### config.mk
export PLATFORM = sky130hd
export DESIGN_NAME = mmu_exc_classifier
export DESIGN_NICKNAME = d
export VERILOG_FILES = /design/src/rtl/mmu_exc_pkg.sv /design/src/rtl/mmu_tlb_match.sv /design/src/rtl/mmu_exc_ctrl.sv /design/src/rtl/mmu_exc_datapath.sv /design/src/rtl/mmu_exc_classifier.sv
export SDC_FILE = /design/constraint.sdc
export NUM_CORES = 1
export LEC_CHECK = 0
export ABC_AREA = 1
export BUFFER_PORTS_ARGS = -buffer_cell sky130_fd_sc_hd__buf_2
export CAP_MARGIN = 20
export CORE_AREA = 5 5 115 117
export CTS_CLUSTER_SIZE = 20
export DETAILED_ROUTE_END_ITERATION = 10
export DIE_AREA = 0 0 120 122
export GPL_TIMING_DRIVEN = 0
export SYNTH_ARGS = -nofsm -noshare
export SYNTH_HDL_FRONTEND = slang
export SYNTH_SLANG_ARGS = --single-unit
### constraint.sdc
create_clock -name clk -period 1.9 [get_ports clk]
set_input_delay 0.38 -clock clk [delete_from_list [all_inputs] [get_ports clk]]
set_output_delay 0.38 -clock clk [all_outputs]
set_load 0.01 [all_outputs]
### src/rtl/mmu_exc_pkg.sv
package mmu_exc_pkg;
  localparam int ADDR_W   = 32;
  localparam int PAGE_W   = 12;
  localparam int TAG_W    = ADDR_W - PAGE_W;
  localparam int ENTRY_W  = TAG_W + 4;
  localparam int ENTRIES  = 4;
  localparam int STAT_W   = 32;

  localparam int SRR1_ITLB_BIT  = 13;
  localparam int SRR1_LOAD_BIT  = 15;
  localparam int DSISR_SEG_BIT  = 5;
  localparam int DSISR_EXT_BIT  = 11;

  typedef enum logic [2:0] {
    ACC_FETCH = 3'd0,
    ACC_LOAD  = 3'd1,
    ACC_STORE = 3'd2,
    ACC_ZERO  = 3'd3,
    ACC_RSV   = 3'd4,
    ACC_EXT   = 3'd5,
    ACC_MULTI = 3'd6,
    ACC_FP    = 3'd7
  } accKind_e;

  typedef enum logic [2:0] {
    CAUSE_NONE   = 3'd0,
    CAUSE_ITLB   = 3'd1,
    CAUSE_DLOAD  = 3'd2,
    CAUSE_DSTORE = 3'd3,
    CAUSE_ALIGN  = 3'd4,
    CAUSE_DSI    = 3'd5
  } cause_e;

  typedef struct packed {
    logic hit;
    logic w;
    logic i;
    logic c;
  } tlbLook_t;

  typedef struct packed {
    logic   capture;
    cause_e cause;
    logic   dsiSeg;
    logic   dsiExt;
  } ctrlStrobe_t;
endpackage

### src/rtl/mmu_tlb_match.sv
module mmu_tlb_match
  import mmu_exc_pkg::*;
#(
  parameter int NUM_ENT = ENTRIES,
  parameter int TAG_BITS = TAG_W,
  localparam int ENT_W = TAG_BITS + 4
) (
  input  logic [NUM_ENT*ENT_W-1:0] image,
  input  logic [TAG_BITS-1:0]      lookupTag,
  output tlbLook_t                 look
);
  logic [NUM_ENT-1:0] entHit;

  for (genvar k = 0; k < NUM_ENT; k++) begin : g_ent
    logic [ENT_W-1:0] ent;
    assign ent = image[k*ENT_W +: ENT_W];
    assign entHit[k] = ent[ENT_W-1] && (ent[3 +: TAG_BITS] == lookupTag);
  end

  // lowest index wins on multiple hits
  always_comb begin
    look = '0;
    for (int k = NUM_ENT - 1; k >= 0; k--) begin
      if (entHit[k]) begin
        look.hit = 1'b1;
        look.w   = image[k*ENT_W + 2];
        look.i   = image[k*ENT_W + 1];
        look.c   = image[k*ENT_W];
      end
    end
  end
endmodule

### src/rtl/mmu_exc_ctrl.sv
module mmu_exc_ctrl
  import mmu_exc_pkg::*;
(
  input  logic        reqValid,
  input  logic [2:0]  reqKind,
  input  logic        reqWrite,
  input  logic        segDirect,
  input  logic [1:0]  cacheLock,
  input  logic        extEnable,
  input  logic        littleEndian,
  input  tlbLook_t    iLook,
  input  tlbLook_t    dLook,
  output ctrlStrobe_t strobe
);
  accKind_e kind;
  logic isWrite, leMulti, segHit, extOff, zeroAlign, dataMiss;

  assign kind = accKind_e'(reqKind);

  always_comb begin
    unique case (kind)
      ACC_STORE, ACC_ZERO: isWrite = 1'b1;
      ACC_RSV, ACC_EXT, ACC_MULTI, ACC_FP: isWrite = reqWrite;
      default: isWrite = 1'b0;
    endcase
  end

  assign leMulti   = (kind == ACC_MULTI) && littleEndian;
  assign segHit    = ((kind == ACC_RSV) || (kind == ACC_EXT)) && segDirect;
  assign extOff    = (kind == ACC_EXT) && !extEnable;
  assign zeroAlign = (kind == ACC_ZERO) &&
                     ((|cacheLock) || (dLook.hit && (dLook.w || dLook.i)));
  assign dataMiss  = !dLook.hit || (isWrite && !dLook.c);

  always_comb begin
    strobe = '0;
    strobe.capture = reqValid;
    strobe.cause   = CAUSE_NONE;
    if (reqValid) begin
      if (kind == ACC_FETCH) begin
        if (!iLook.hit) strobe.cause = CAUSE_ITLB;
      end else if (leMulti) begin
        strobe.cause = CAUSE_ALIGN;
      end else if (segHit) begin
        strobe.cause  = CAUSE_DSI;
        strobe.dsiSeg = 1'b1;
      end else if (extOff) begin
        strobe.cause  = CAUSE_DSI;
        strobe.dsiExt = 1'b1;
      end else if (zeroAlign) begin
        strobe.cause = CAUSE_ALIGN;
      end else if (dataMiss) begin
        strobe.cause = isWrite ? CAUSE_DSTORE : CAUSE_DLOAD;
      end
    end
  end
endmodule

### src/rtl/mmu_exc_datapath.sv
module mmu_exc_datapath
  import mmu_exc_pkg::*;
(
  input  logic                   clk,
  input  logic                   rstN,
  input  logic [TAG_W-1:0]       pageTag,
  input  logic [ENTRIES*ENTRY_W-1:0] itlbImage,
  input  logic [ENTRIES*ENTRY_W-1:0] dtlbImage,
  input  ctrlStrobe_t            strobe,
  output tlbLook_t               iLook,
  output tlbLook_t               dLook,
  output logic                   excValid,
  output logic [2:0]             excCause,
  output logic [0:STAT_W-1]      srr1Bits,
  output logic [0:STAT_W-1]      dsisrBits,
  output logic                   setShadowMsr
);
  logic [0:STAT_W-1] srr1Next, dsisrNext;
  logic              msrNext;

  mmu_tlb_match #(.NUM_ENT(ENTRIES), .TAG_BITS(TAG_W)) u_itlb (
    .image(itlbImage), .lookupTag(pageTag), .look(iLook)
  );
  mmu_tlb_match #(.NUM_ENT(ENTRIES), .TAG_BITS(TAG_W)) u_dtlb (
    .image(dtlbImage), .lookupTag(pageTag), .look(dLook)
  );

  always_comb begin
    srr1Next  = '0;
    dsisrNext = '0;
    srr1Next[SRR1_ITLB_BIT]  = (strobe.cause == CAUSE_ITLB);
    srr1Next[SRR1_LOAD_BIT]  = (strobe.cause == CAUSE_DLOAD);
    dsisrNext[DSISR_SEG_BIT] = strobe.dsiSeg;
    dsisrNext[DSISR_EXT_BIT] = strobe.dsiExt;
    msrNext = (strobe.cause == CAUSE_ITLB) || (strobe.cause == CAUSE_DLOAD) ||
              (strobe.cause == CAUSE_DSTORE);
  end

  always_ff @(posedge clk) begin
    if (!rstN || !strobe.capture) begin
      excValid     <= 1'b0;
      excCause     <= CAUSE_NONE;
      srr1Bits     <= '0;
      dsisrBits    <= '0;
      setShadowMsr <= 1'b0;
    end else begin
      excValid     <= 1'b1;
      excCause     <= strobe.cause;
      srr1Bits     <= srr1Next;
      dsisrBits    <= dsisrNext;
      setShadowMsr <= msrNext;
    end
  end
endmodule

### src/rtl/mmu_exc_classifier.sv
module mmu_exc_classifier
  import mmu_exc_pkg::*;
(
  input  logic                       clk,
  input  logic                       rstN,
  input  logic                       reqValid,
  input  logic [2:0]                 reqKind,
  input  logic                       reqWrite,
  input  logic [ADDR_W-1:0]          reqAddr,
  input  logic [ENTRIES*ENTRY_W-1:0] itlbImage,
  input  logic [ENTRIES*ENTRY_W-1:0] dtlbImage,
  input  logic                       segDirect,
  input  logic [1:0]                 cacheLock,
  input  logic                       extEnable,
  input  logic                       littleEndian,
  output logic                       excValid,
  output logic [2:0]                 excCause,
  output logic [0:STAT_W-1]          srr1Bits,
  output logic [0:STAT_W-1]          dsisrBits,
  output logic                       setShadowMsr
);
  tlbLook_t    iLook, dLook;
  ctrlStrobe_t strobe;

  mmu_exc_ctrl u_ctrl (
    .reqValid(reqValid), .reqKind(reqKind), .reqWrite(reqWrite),
    .segDirect(segDirect), .cacheLock(cacheLock), .extEnable(extEnable),
    .littleEndian(littleEndian), .iLook(iLook), .dLook(dLook),
    .strobe(strobe)
  );

  mmu_exc_datapath u_dp (
    .clk(clk), .rstN(rstN), .pageTag(reqAddr[ADDR_W-1:PAGE_W]),
    .itlbImage(itlbImage), .dtlbImage(dtlbImage), .strobe(strobe),
    .iLook(iLook), .dLook(dLook), .excValid(excValid),
    .excCause(excCause), .srr1Bits(srr1Bits), .dsisrBits(dsisrBits),
    .setShadowMsr(setShadowMsr)
  );
endmodule

* Word level (Yosys, flattened, before mapping) *
Cells that the tools add are included.

storage, ports and cells
  flip-flop bits (word level) = 69
  output and inout bits = 69
  word-level logic and storage cells = 82
  input bits = 236

operators by class
  muxes and demuxes = 24
  reductions and logical operators = 32
  bitwise logic cells = 1
  equality and inequality tests = 17

operators by type and width
  operator              count
  $eq A20 B20 Y1        8
  $mux W4               8
  $mux W3               6
  $logic_and A1 B1 Y1   14
  $eq A3 B2 Y1 const B  4
  $eq A3 B3 Y1 const B  4
  $reduce_or A4 Y1      2
  $logic_or A1 B1 Y1    7
  $mux W1               6
  $logic_not A1 Y1      5
  $mux W5               1
  $reduce_or A5 Y1      1
  $mux W2               2
  $reduce_or A2 Y1      2
  $eq A3 B1 Y1 const B  1
  $logic_not A3 Y1      1
  $pmux W1 S2           1
  $not A1 Y1            1

* Longest topological paths before layout *
Gate-level depths: netlist of the first run.

  word-level depth = 19
  mapped depth = 20
  depth with buffers taken out = 19

* Modules after synthesis *
Synthesis of the first run repeated with hierarchy kept, for this count alone.

unflattened totals
  cell total of the unflattened synthesis = 756
  area, all modules = 3766.1 sq um

modules (own cells, without submodules)
  module            area each (sq um)  instances  cells each  seq. area each (sq um)
  mmu_tlb_match     1440.1             2          317         0.0
  mmu_exc_datapath  708.2              1          88          180.2
  mmu_exc_ctrl      177.7              1          34          0.0

* Worst setup path after synthesis of the first run *
No wires, ideal clock.

  path kind = input-to-reg
  start point = in reqAddr[14]
  end point = reg u_dp.srr1Bits[15] in the netlist's numbering
  path buffers = 1
  stages on the path = 15
  data arrival time = 1.747 ns
  setup slack = 0.091 ns
  required time = 1.838 ns
  cell sequence = clkbuf_2 inv_2 o21ai_0 nor2_1 nand2_1 nor2_1 nand3_1 nor2_1 nor2_1 nand2_1 nand2_1 nor3b_1 nor2b_2 nand2_2 nor2_2

between the ends
  cells in the longest elaborated chain, start to end = 17

RTL lines
  item                                                    RTL line                                source
  start: declaration                                      mmu_exc_classifier.sv:9                 input logic [ADDR_W-1:0] reqAddr,
  $eq A20 B20 Y1                                          mmu_tlb_match.sv:17                     assign entHit[k] = ent[ENT_W-1] && (ent[3 +: TAG_BITS] == lookupTag);
  $logic_and A1 B1 Y1                                     mmu_tlb_match.sv:17
  $mux W4 (4 in a row)                                    mmu_tlb_match.sv:24                     if (entHit[k]) begin
  $logic_not A1 Y1 or $logic_or A1 B1 Y1 (tied branches)  mmu_exc_ctrl.sv:33, mmu_exc_ctrl.sv:32
  $logic_and A1 B1 Y1, on equally long branches           mmu_exc_ctrl.sv:33, mmu_exc_ctrl.sv:32
  $logic_or A1 B1 Y1, on equally long branches            mmu_exc_ctrl.sv:33, mmu_exc_ctrl.sv:32
  $mux W3 or $logic_and A1 B1 Y1 (tied branches)          mmu_exc_ctrl.sv:52, mmu_exc_ctrl.sv:31
  $mux W3                                                 mmu_exc_ctrl.sv:50                      end else if (zeroAlign) begin
  $mux W3                                                 mmu_exc_ctrl.sv:47                      end else if (extOff) begin
  $mux W3                                                 mmu_exc_ctrl.sv:44                      end else if (segHit) begin
  $mux W3                                                 mmu_exc_ctrl.sv:42                      end else if (leMulti) begin
  $mux W3 *                                               mmu_exc_ctrl.sv:40                      if (kind == ACC_FETCH) begin
  $mux W5 *                                               mmu_exc_ctrl.sv:39                      if (reqValid) begin
  $eq A3 B2 Y1 *                                          mmu_exc_datapath.sv:32                  srr1Next[SRR1_LOAD_BIT] = (strobe.cause == CAUSE_DLOAD);
  end signal: assignment                                  mmu_exc_datapath.sv:49                  srr1Bits <= srr1Next;
  end: declaration                                        mmu_exc_datapath.sv:14                  output logic [0:STAT_W-1] srr1Bits,

Mark *: on every way between the ends. The rest lies on a longest branch, timed or not.
A chain may end at the register's enable or synchronous reset.

* Worst setup path in the final report of the first run *
  start point = in reqAddr[17]
  end point = reg u_dp.srr1Bits[15] in the netlist's numbering

The elaborated chain is that of the path after synthesis.

==> results of run 1 <==
metrics by stage:
stage | TNS [ns] | hold WS [ns] | cells | utilization (%) | worst slack [ns]
after floorplan | 0 | 0.458 | 663 | - | 0.0913
after global placement | -2.54 | 0.576 | 1023 | 38.6 | -0.480
after detailed placement | -2.60 | 0.571 | 1023 | 38.6 | -0.486
after CTS | -0.0436 | 0.331 | 1034 | 41.0 | -0.0402
after global routing | -0.745 | 0.340 | 1038 | 41.9 | -0.184
final | 0 | 0.336 | 1039 | 41.9 | 0.0139
state kept, by name (all words and copies together) (netlist names):
register and cells:
u_dp.setShadowMsr 1, u_dp.srr1Bits 2, u_dp.dsisrBits 2, u_dp.excCause 3, u_dp.excValid 1
worst max-delay path, delay by kind of cell:
| kind | cells | cell delay, ns |
|---|---|---|
| buffers and inverters | 3 | 0.40 |
| AND/OR/NAND/NOR | 10 | 1.17 |
| AO/OA/AOI/OAI | 1 | 0.08 |
layout by cell type, fill, tap and decap left out, types with 6 or more instances in the layout:
master	n
a22o_1	9
buf_2	203
buf_4	79
buf_6	10
conb_1	60
dfxtp_1	9
inv_1	48
inv_2	6
inv_4	9
nand2_1	183
nand2_2	7
nand3_1	14
nand4_1	7
nor2_1	57
nor2_2	15
nor4_1	12
o21ai_0	34
o21ai_1	6
o22ai_1	18
or2_2	14
xnor2_1	26
xor2_1	14
worst max-delay path by stage:
stage | slack, ns | start | cells after the start | endpoint
after floorplan | 0.09 | reqAddr[14] | 15 | u_dp.srr1Bits[15]
after global placement | -0.48 | reqAddr[14] | 20 | u_dp.setShadowMsr
after detailed placement | -0.49 | reqAddr[14] | 20 | u_dp.setShadowMsr
after CTS | -0.04 | reqAddr[23] | 20 | u_dp.srr1Bits[13]
after global routing | -0.18 | reqAddr[24] | 19 | u_dp.srr1Bits[13]
final | 0.01 | reqAddr[17] | 14 | u_dp.srr1Bits[15]
cell families (layout without fill, tap and decap cells):
kind of cell    after synthesis  in the layout
buf+inv                     146            371
compound gates               81             81
other cells                   1             61
xor+xnor                     40             40
simple gates                327            327
flops                         9              9
final cells by class:
| cell class | instances | share of cell area, % |
|---|---|---|
| Buffer | 78 | 13.0 |
| Timing Repair Buffer | 221 | 22.6 |
| Multi-Input combinational cell | 508 | 49.8 |
| Inverter | 68 | 5.87 |
| Tap cell | 150 | 3.65 |
| Antenna cell | 1 | 0.0487 |
| Clock buffer | 4 | 1.53 |
| Sequential cell | 9 | 3.51 |
Yosys cell counts, drive strengths merged:
cell	number
nor2b	1
nor4	13
nor3	6
o211ai	3
a22o	9
nand3b	1
inv	68
a211oi	3
conb	1
nand4	7
o2111ai	1
nor3b	2
clkbuf	2
nand3	17
buf	76
nor4b	1
o21ai	41
a21oi	3
dfxtp	9
or2	14
xor2	14
a221oi	3
nand2	191
nor2	74
xnor2	26
o22ai	18
power breakdown:
part	internal, mW	switching, mW	leakage (nW)
logic	0.502	0.545	2.82
registers	0.199	0.00235	0.0737
clock network	0.280	0.0874	0.0382
total	0.981	0.635	2.94
repair_timing:
item | CTS | global route
endpoints found under the hold margin | 0 | 0
pin swaps | 14 | 23
resized for setup | 54 | 32
setup buffers | 7 | 4
setup endpoints to repair | 6 | 6
routing by layer:
metal,routed length [um],part of all wire (%)
met4,345,2.1
met5,19,0.11
met2,8220,49
met1,6520,39
met3,1530,9.2
==> flow_summary.toml, run 1 <==
[grt]
overflow = 0
grt_pass1_wl_mm = 23.7
antenna_found_initial = 1
grt_busiest_layer = "met2"
grt_use_met3_pct = 4.04
gr-usage-all-layers_pct = 21.1
grt_pass1_vias = 4450
grtUsageMet1_pct = 25.4
grtUsageMet2_pct = 38.6
grt_max_degree = 11

[layout]
fin_area_sq_um = 5140
final_nets = 1125
drive_above_1_share_pct = 41.8
fillers = 1422
synthToLayoutAreaGrowth_pct = 57.1
seqCellArea_sq_um = 180
multi_input_area_sq_um = 2560

[route]
viasPerCell = 4.46
dr.pass1.iters = 6
wl_per_cell_um = 16.0
vias = 4631
drcViolationCount = 0
drt_iter0_markers = 280
drtAntennaViolNets = 0
wl_mm = 16.6

[worst_setup_path]
critPathLaunchType = "input pin"
cp_max_fo = 10
slowest_delay_ns = 0.18
cp.arrival_ns = 2.06
cpMaxStageDelayCell = "nor3b_2"
crit_chain = "buf_2, inv_2, buf_6, o22ai_1, nor2_1, nand3_1, nor2_4, nor2_1, nand2_1, nand2_2, nor3b_2, nor2b_4, nand2_2, nor2_2"
worst_setup_path_end_kind = "flop"
worst_ep_required_time_ns = 2.07
crit_type = "input pin to flop"

[floorplan]
ioPinCount = 305
die_x_um = 120
die_area_sq_um = 14600
dieHeight_um = 122
fp-row-count = 41
core_area_sq_um = 12300
start_util_pct = 26.7

[timing]
finalSetupViolCount = 0
min_period_ns = 1.89
fmax_mhz = 530
hold_violations = 0
grt_setup_unrepaired = "yes"
fin_crit_sh_pct = 99.3
slew_viol_final = 0

[synthesis]
synth.area.mux_share_pct = 0
synth-xor-area-share_pct = 10.7
synth_top_family_by_area = "simple AND/OR/NAND/NOR gates"
synth_top_area_share_pct = 21.1
ys_seq_area_share_pct = 5.51
synth_cell_types = 37
synth_cells = 604
synth_adder_area_share_pct = 0
ys_ff_latch = 9
yosysWarnings = 0
syn_area_per_cell_sq_um = 5.42
yosys.area.top_type = "nand2_1"
synth-simple-area-share_pct = 43.1
synth_area_sq_um = 3270
synth_compound_area_share_pct = 15.1
synth_area_leaders = "nand2_1, buf_4, nor2_1, xnor2_1, inv_1"

[cts]
path_clk_slew_ns = 0.04
clkSinkCount = 9
cts_tree = "yes"
ctsLongestPathBuffers = 2
cts-buffers-inserted = 3
clockRootBuffer = "clkbuf_16"
ctsHoldBuffers = 0
htree_num_levels = 1

[worst_hold_path]
hold_start = "segDirect"
whs_path_depth = 2
hp-class = "input pin to flop"
hold_end = "u_dp.dsisrBits[11]"

[placed_design]
portBuffers = 210
dpl_cell_area_sq_um = 4730
place_congestion = 0.850
place_hpwl_mm = 14.3

[pwr]
ir_drop_v = 0.000191
power.leakage_nw = 2.94
total_power_mw = 1.62
powerDensity_nw_per_um2 = 315

[outcome]
status = "finished clean"

[job]
max-cap-violations = 0
No activity file was read; power rests on OpenSTA's default activity.
==> run 2: changes to the inputs <==
--- a/config.mk
+++ b/config.mk
@@ -8,10 +8,10 @@
 export ABC_AREA = 1
 export BUFFER_PORTS_ARGS = -buffer_cell sky130_fd_sc_hd__buf_2
 export CAP_MARGIN = 20
-export CORE_AREA = 5 5 115 117
+export CORE_AREA = 2 2 119 121
 export CTS_CLUSTER_SIZE = 20
 export DETAILED_ROUTE_END_ITERATION = 10
-export DIE_AREA = 0 0 120 122
+export DIE_AREA = 0 0 121 123
 export GPL_TIMING_DRIVEN = 0
 export SYNTH_ARGS = -nofsm -noshare
 export SYNTH_HDL_FRONTEND = slang
==> run 2 against run 1 <==
Effect of this change: the flow now finishes with violations (negative setup slack); flip-flop and latch count did not move; count of clock-buffer cells in the layout unchanged; worst hold slack better by 0.0032 ns; cell count up 3.9%; design area grew 4.6%; largest cell class unchanged; first-iteration DRC count down 18%; highest routed layer is now met4; setup slack worse by 0.016 ns; total power grew 2.8%; utilization fell by 2.4 points.
==> flow_summary.toml, run 2 (synthesis results as in run 1) <==
[worst_setup_path]
crit_type = "input pin to flop"
crit_buf_inv = 3
critPathLaunchType = "input pin"
crit_chain = "buf_4, inv_2, buf_6, nand2_1, o211ai_1, nor2_2, nand3_2, nor2_1, nor2_1, nand2_1, nand2_1, nand2_1, nand2_1, nand2_1, nand2_1, nand2_2, nand2_2, nand3_2, nand2_1"
cpMaxStageDelayCell = "nor2_2"
cp.arrival_ns = 2.02
cp_max_fo = 5
worst_setup_path_end_kind = "flop"
crit_top_cell = "nand2_1"
cp_top_family = "simple AND/OR/NAND/NOR gates"
slowest_delay_ns = 0.18
worst_ep_required_time_ns = 2.02

[layout]
largest_register_ffs = 3
final_cell_mix = "buf_2, nand2_1, buf_4"
drive_above_1_share_pct = 42.4
fin_area_sq_um = 5380
final_nets = 1136
fillers = 1533
top_regs = "u_dp.excCause: 3 flops, u_dp.dsisrBits: 2 flops, u_dp.srr1Bits: 2 flops"
layout_commonest_cell = "buf_2"
synthToLayoutAreaGrowth_pct = 64.3
regMostFlops = "u_dp.excCause"

[route]
drtAntennaViolNets = 0
wl_per_cell_um = 15.1
drt_iter0_markers = 230
viasPerCell = 4.22
vias = 4559
drcViolationCount = 0
wl_mm = 16.3
dr.pass1.iters = 4

[pwr]
p_sw_share_pct = 38.8
ir_drop_v = 0.000265
total_power_mw = 1.66
power.leakage_nw = 3.03
combPwrFrac_pct = 65.8
p_clk_share_pct = 22.0
p_switching_uw = 644
p_int_mw = 1.02
powerDensity_nw_per_um2 = 309
seq_power_share_pct = 12.1

[timing]
finalWorstSetupSlack_ns = -0.00232
fmax_mhz = 526
grt_setup_unrepaired = "yes"
fin_crit_sh_pct = 100
min_period_ns = 1.90
slew_viol_final = 0
worst_pin_slew_ns = 0.495
finalSetupViolCount = 1
hold_violations = 0
relSlewSlack_pct = 66.7

[cts]
ctsLongestPathBuffers = 2
cts_tree = "yes"
ctsHoldBuffers = 0
path_clk_slew_ns = 0.04
htree_num_levels = 1
clockRootBuffer = "clkbuf_16"
clkSinkCount = 9
cts-buffers-inserted = 3

[grt]
gr-usage-all-layers_pct = 20.6
grt_pass1_vias = 4281
grt_pass1_wl_mm = 23.3
antenna_found_initial = 1
overflow = 0
grt_max_degree = 11

[floorplan]
start_util_pct = 24.0
die_x_um = 121
dieHeight_um = 123
core_area_sq_um = 13600
die_area_sq_um = 14900
fp-row-count = 43
ioPinCount = 305

[job]
max-cap-violations = 0

[outcome]
status = "complete, but fails checks"
violations = "negative setup slack"

[placed_design]
place_congestion = 0.863
portBuffers = 210
dpl_cell_area_sq_um = 4770
pre_cts_ws_ns = -0.556
place_hpwl_mm = 14.0

[worst_hold_path]
hold_end = "u_dp.dsisrBits[11]"
hold_start = "segDirect"
whs_path_depth = 2
hp-class = "input pin to flop"
run 2: cell types whose count changed in the layout (fill, tap and decap cells not counted), moves of 3 or more:
| cell | delta |
|---|---|
| buf_12 | +3 |
| nor2_2 | -5 |
| buf_4 | +5 |
| nor2_1 | +4 |
| buf_2 | -3 |
| buf_8 | +4 |
| inv_2 | -3 |
run 2: power by group through the flow:
stage	Sequential [mW]	Clock [mW]	Combinational, mW
floorplan	0.209	0	0.565
global placement	0.204	0	0.965
detailed placement	0.205	0	0.970
CTS	0.202	0.369	1.04
global route	0.202	0.378	1.22
finish	0.202	0.366	1.09
run 2: through the flow:
stage	TNS, ns	hold slack, ns	utilization, %	instances
after floorplan	0	0.458	-	663
after global placement	-2.92	0.574	35.0	1053
after detailed placement	-2.93	0.575	35.0	1053
after CTS	-0.0319	0.334	37.8	1069
after global routing	-0.766	0.352	39.5	1079
final	-0.00232	0.339	39.5	1080
run 2: what timing repair did:
| item | 4_1_cts | 5_1_grt |
|---|---|---|
| pin swaps | 16 | 28 |
| resized for setup | 66 | 39 |
| buffers inserted | 12 | 9 |
| setup endpoints to repair | 6 | 6 |
| gates cloned | 0 | 1 |
run 2: area by class of cell:
| class | count | area [sq um] | area share [%] |
|---|---|---|---|
| inverter | 68 | 314 | 5.84 |
| buffer | 78 | 686 | 12.8 |
| multi-input combinational | 508 | 2570 | 47.8 |
| clock buffer | 4 | 78.8 | 1.47 |
| timing repair buffer | 232 | 1320 | 24.6 |
| tap | 180 | 225 | 4.19 |
| sequential | 9 | 180 | 3.35 |
| antenna | 1 | 2.50 | 0.0465 |
run 2: how the worst max path moves through the flow:
stage,start,end,cells after the start
2_1_floorplan,reqAddr[14],u_dp.srr1Bits[15],15
3_3_place_gp,reqAddr[29],u_dp.setShadowMsr,14
3_5_place_dp,reqAddr[14],u_dp.setShadowMsr,20
4_1_cts,reqAddr[14],u_dp.setShadowMsr,20
5_1_grt,reqAddr[24],u_dp.setShadowMsr,20
6_report,reqAddr[25],u_dp.setShadowMsr,19
run 2: layer usage:
metal | up-vias | track usage (%) | wire length (um)
met3 | 12 | 3.46 | 1360
met2 | 175 | 38.4 | 8180
met5 | - | 0 | 0
li1 | 2405 | - | -
met4 | 0 | 2.83 | 186
met1 | 1967 | 25.3 | 6550
==> run 3: changes to the inputs <==
--- a/config.mk
+++ b/config.mk
@@ -9,10 +9,12 @@
 export BUFFER_PORTS_ARGS = -buffer_cell sky130_fd_sc_hd__buf_2
 export CAP_MARGIN = 20
 export CORE_AREA = 2 2 119 121
+export CTS_BUF_LIST = sky130_fd_sc_hd__clkbuf_8
 export CTS_CLUSTER_SIZE = 20
 export DETAILED_ROUTE_END_ITERATION = 10
 export DIE_AREA = 0 0 121 123
 export GPL_TIMING_DRIVEN = 0
+export REMOVE_ABC_BUFFERS = 1
 export SYNTH_ARGS = -nofsm -noshare
 export SYNTH_HDL_FRONTEND = slang
 export SYNTH_SLANG_ARGS = --single-unit
==> run 3 against run 2 <==
Effect of this change: the run still ends with negative setup slack left; utilization shrank 4.6 points; maximum frequency shrank 0.95%; critical path depth shrank 6; total power shrank 16%; global-route usage shrank 0.23 points; worst hold slack lost 0.0049 ns; design area shrank 12%; largest power group unchanged; die area is the same; cell count shrank 6.4%; setup slack lost 0.018 ns.
==> flow_summary.toml, run 3 (synthesis results as in run 1) <==
[cts]
ctsLongestPathBuffers = 2
cts-buffers-inserted = 3
clkSinkCount = 9
htree_num_levels = 1
path_clk_slew_ns = 0.05
clockRootBuffer = "clkbuf_8"
cts_tree = "yes"

[timing]
slew_viol_final = 0
fin_crit_sh_pct = 101
fin_setup_tns_ns = -0.0384
hold_violations = 0
finalWorstSetupSlack_ns = -0.0207
min_period_ns = 1.92
finalSetupViolCount = 2
fmax_mhz = 521
holdWs_ns = 0.334
grt_setup_unrepaired = "yes"

[grt]
grt_pass1_vias = 4079
gr-usage-all-layers_pct = 20.4
antenna_found_initial = 1
overflow = 0
grt_max_degree = 13
grt_pass1_wl_mm = 22.7

[layout]
synthToLayoutAreaGrowth_pct = 45.3
drive_above_1_share_pct = 38.6
regMostFlops = "u_dp.excCause"
final_nets = 1068
largest_register_ffs = 3
antenna_cells = 0
layout_commonest_cell = "buf_2"
top_regs = "u_dp.excCause: 3 flops, u_dp.dsisrBits: 2 flops, u_dp.srr1Bits: 2 flops"
fin_cells = 1011
final_cell_mix = "buf_2, nand2_1, conb_1"

[worst_setup_path]
crit_buf_inv = 3
cp_max_fo = 7
critPathLaunchType = "input pin"
crit_chain = "buf_8, clkinvlp_4, buf_4, nand2_1, o21ai_0, nor4_1, nand2_1, nor4_1, nor2_1, nand2_1, nand2_2, nand3_2, nand2_1"
crit_type = "input pin to flop"
cp_top_family = "simple AND/OR/NAND/NOR gates"
slowest_delay_ns = 0.29
worst_setup_path_end_kind = "flop"
cp.arrival_ns = 2.04
worst_ep_required_time_ns = 2.02
cpMaxStageDelayCell = "nor4_1"
crit_top_cell = "nand2_1"

[floorplan]
start_util_pct = 24.0
die_x_um = 121
ioPinCount = 305
die_area_sq_um = 14900
fp-row-count = 43
core_area_sq_um = 13600
dieHeight_um = 123

[outcome]
violations = "negative setup slack"
status = "complete, but fails checks"

[route]
wl_mm = 16.1
drt_iter0_markers = 207
drcViolationCount = 0
viasPerCell = 4.45
drtAntennaViolNets = 0
dr.pass1.iters = 5
vias = 4499
wl_per_cell_um = 15.9

[worst_hold_path]
hp-class = "input pin to flop"
whs_path_depth = 2
hold_start = "segDirect"
hold_end = "u_dp.dsisrBits[11]"

[placed_design]
place_congestion = 0.859
portBuffers = 220
dp.cells = 985
place_hpwl_mm = 13.3
pre_cts_ws_ns = -0.684

[pwr]
combPwrFrac_pct = 70.1
p_sw_share_pct = 45.0
seq_power_share_pct = 14.4
p_switching_uw = 625
power.leakage_nw = 2.60
p_clk_share_pct = 15.4
powerDensity_nw_per_um2 = 292
p_int_uw = 764
ir_drop_v = 0.000199

[job]
max-cap-violations = 0
==> run 3: routing by layer <==
metal  vias up  routed length [um]  track usage [%]  share of wire (%)
met5         -                  13                0              0.081
met4         2                 297             4.22                1.8
met3        19                1390             3.97                8.7
met2       226                7760             36.0                 48
met1      1988                6610             25.7                 41
li1       2264                   -                -                  -
==> run 3: area by class of cell <==
class,count,area [sq um]
Clock buffer,3,41.3
Tap cell,180,225
Sequential cell,9,180
Inverter,68,312
Clock inverter,1,3.75
Multi-Input combinational cell,508,2610
Fill cell,1547,8860
Timing Repair Buffer,242,1380
==> run 3: power groups by stage <==
stage | registers (mW) | clock network [mW] | logic (mW)
final | 0.201 | 0.214 | 0.974
after global routing | 0.201 | 0.231 | 1.07
after detailed placement | 0.204 | 0 | 0.865
after CTS | 0.201 | 0.220 | 0.961
after floorplan | 0.209 | 0 | 0.429
after global placement | 0.204 | 0 | 0.863
==> run 3: through the flow <==
step	utilization, %	total power, mW	instance area, sq um
2_1_floorplan	-	0.638	2920
3_3_place_gp	31.2	1.07	4240
3_5_place_dp	31.2	1.07	4240
4_1_cts	34.6	1.38	4720
5_1_grt	34.9	1.51	4750
6_report	34.9	1.39	4750
==> run 3: how the worst max path moves through the flow <==
stage | startpoint | cells after the start | slack [ns] | to
6_report | reqAddr[31] | 13 | -0.02 | u_dp.setShadowMsr
5_1_grt | reqAddr[13] | 20 | -0.25 | u_dp.setShadowMsr
4_1_cts | reqAddr[25] | 19 | -0.07 | u_dp.srr1Bits[13]
3_5_place_dp | reqAddr[17] | 16 | -0.68 | u_dp.srr1Bits[13]
3_3_place_gp | reqAddr[31] | 19 | -0.71 | u_dp.setShadowMsr
2_1_floorplan | reqAddr[17] | 16 | 0.13 | u_dp.srr1Bits[15]
==> run 3: repair_timing <==
item / 4_1_cts / 5_1_grt
resized for setup: 75 / 9
hold buffers: 0 / 0
setup buffers: 21 / 1
setup endpoints to repair: 6 / 6
pin swaps: 28 / 16
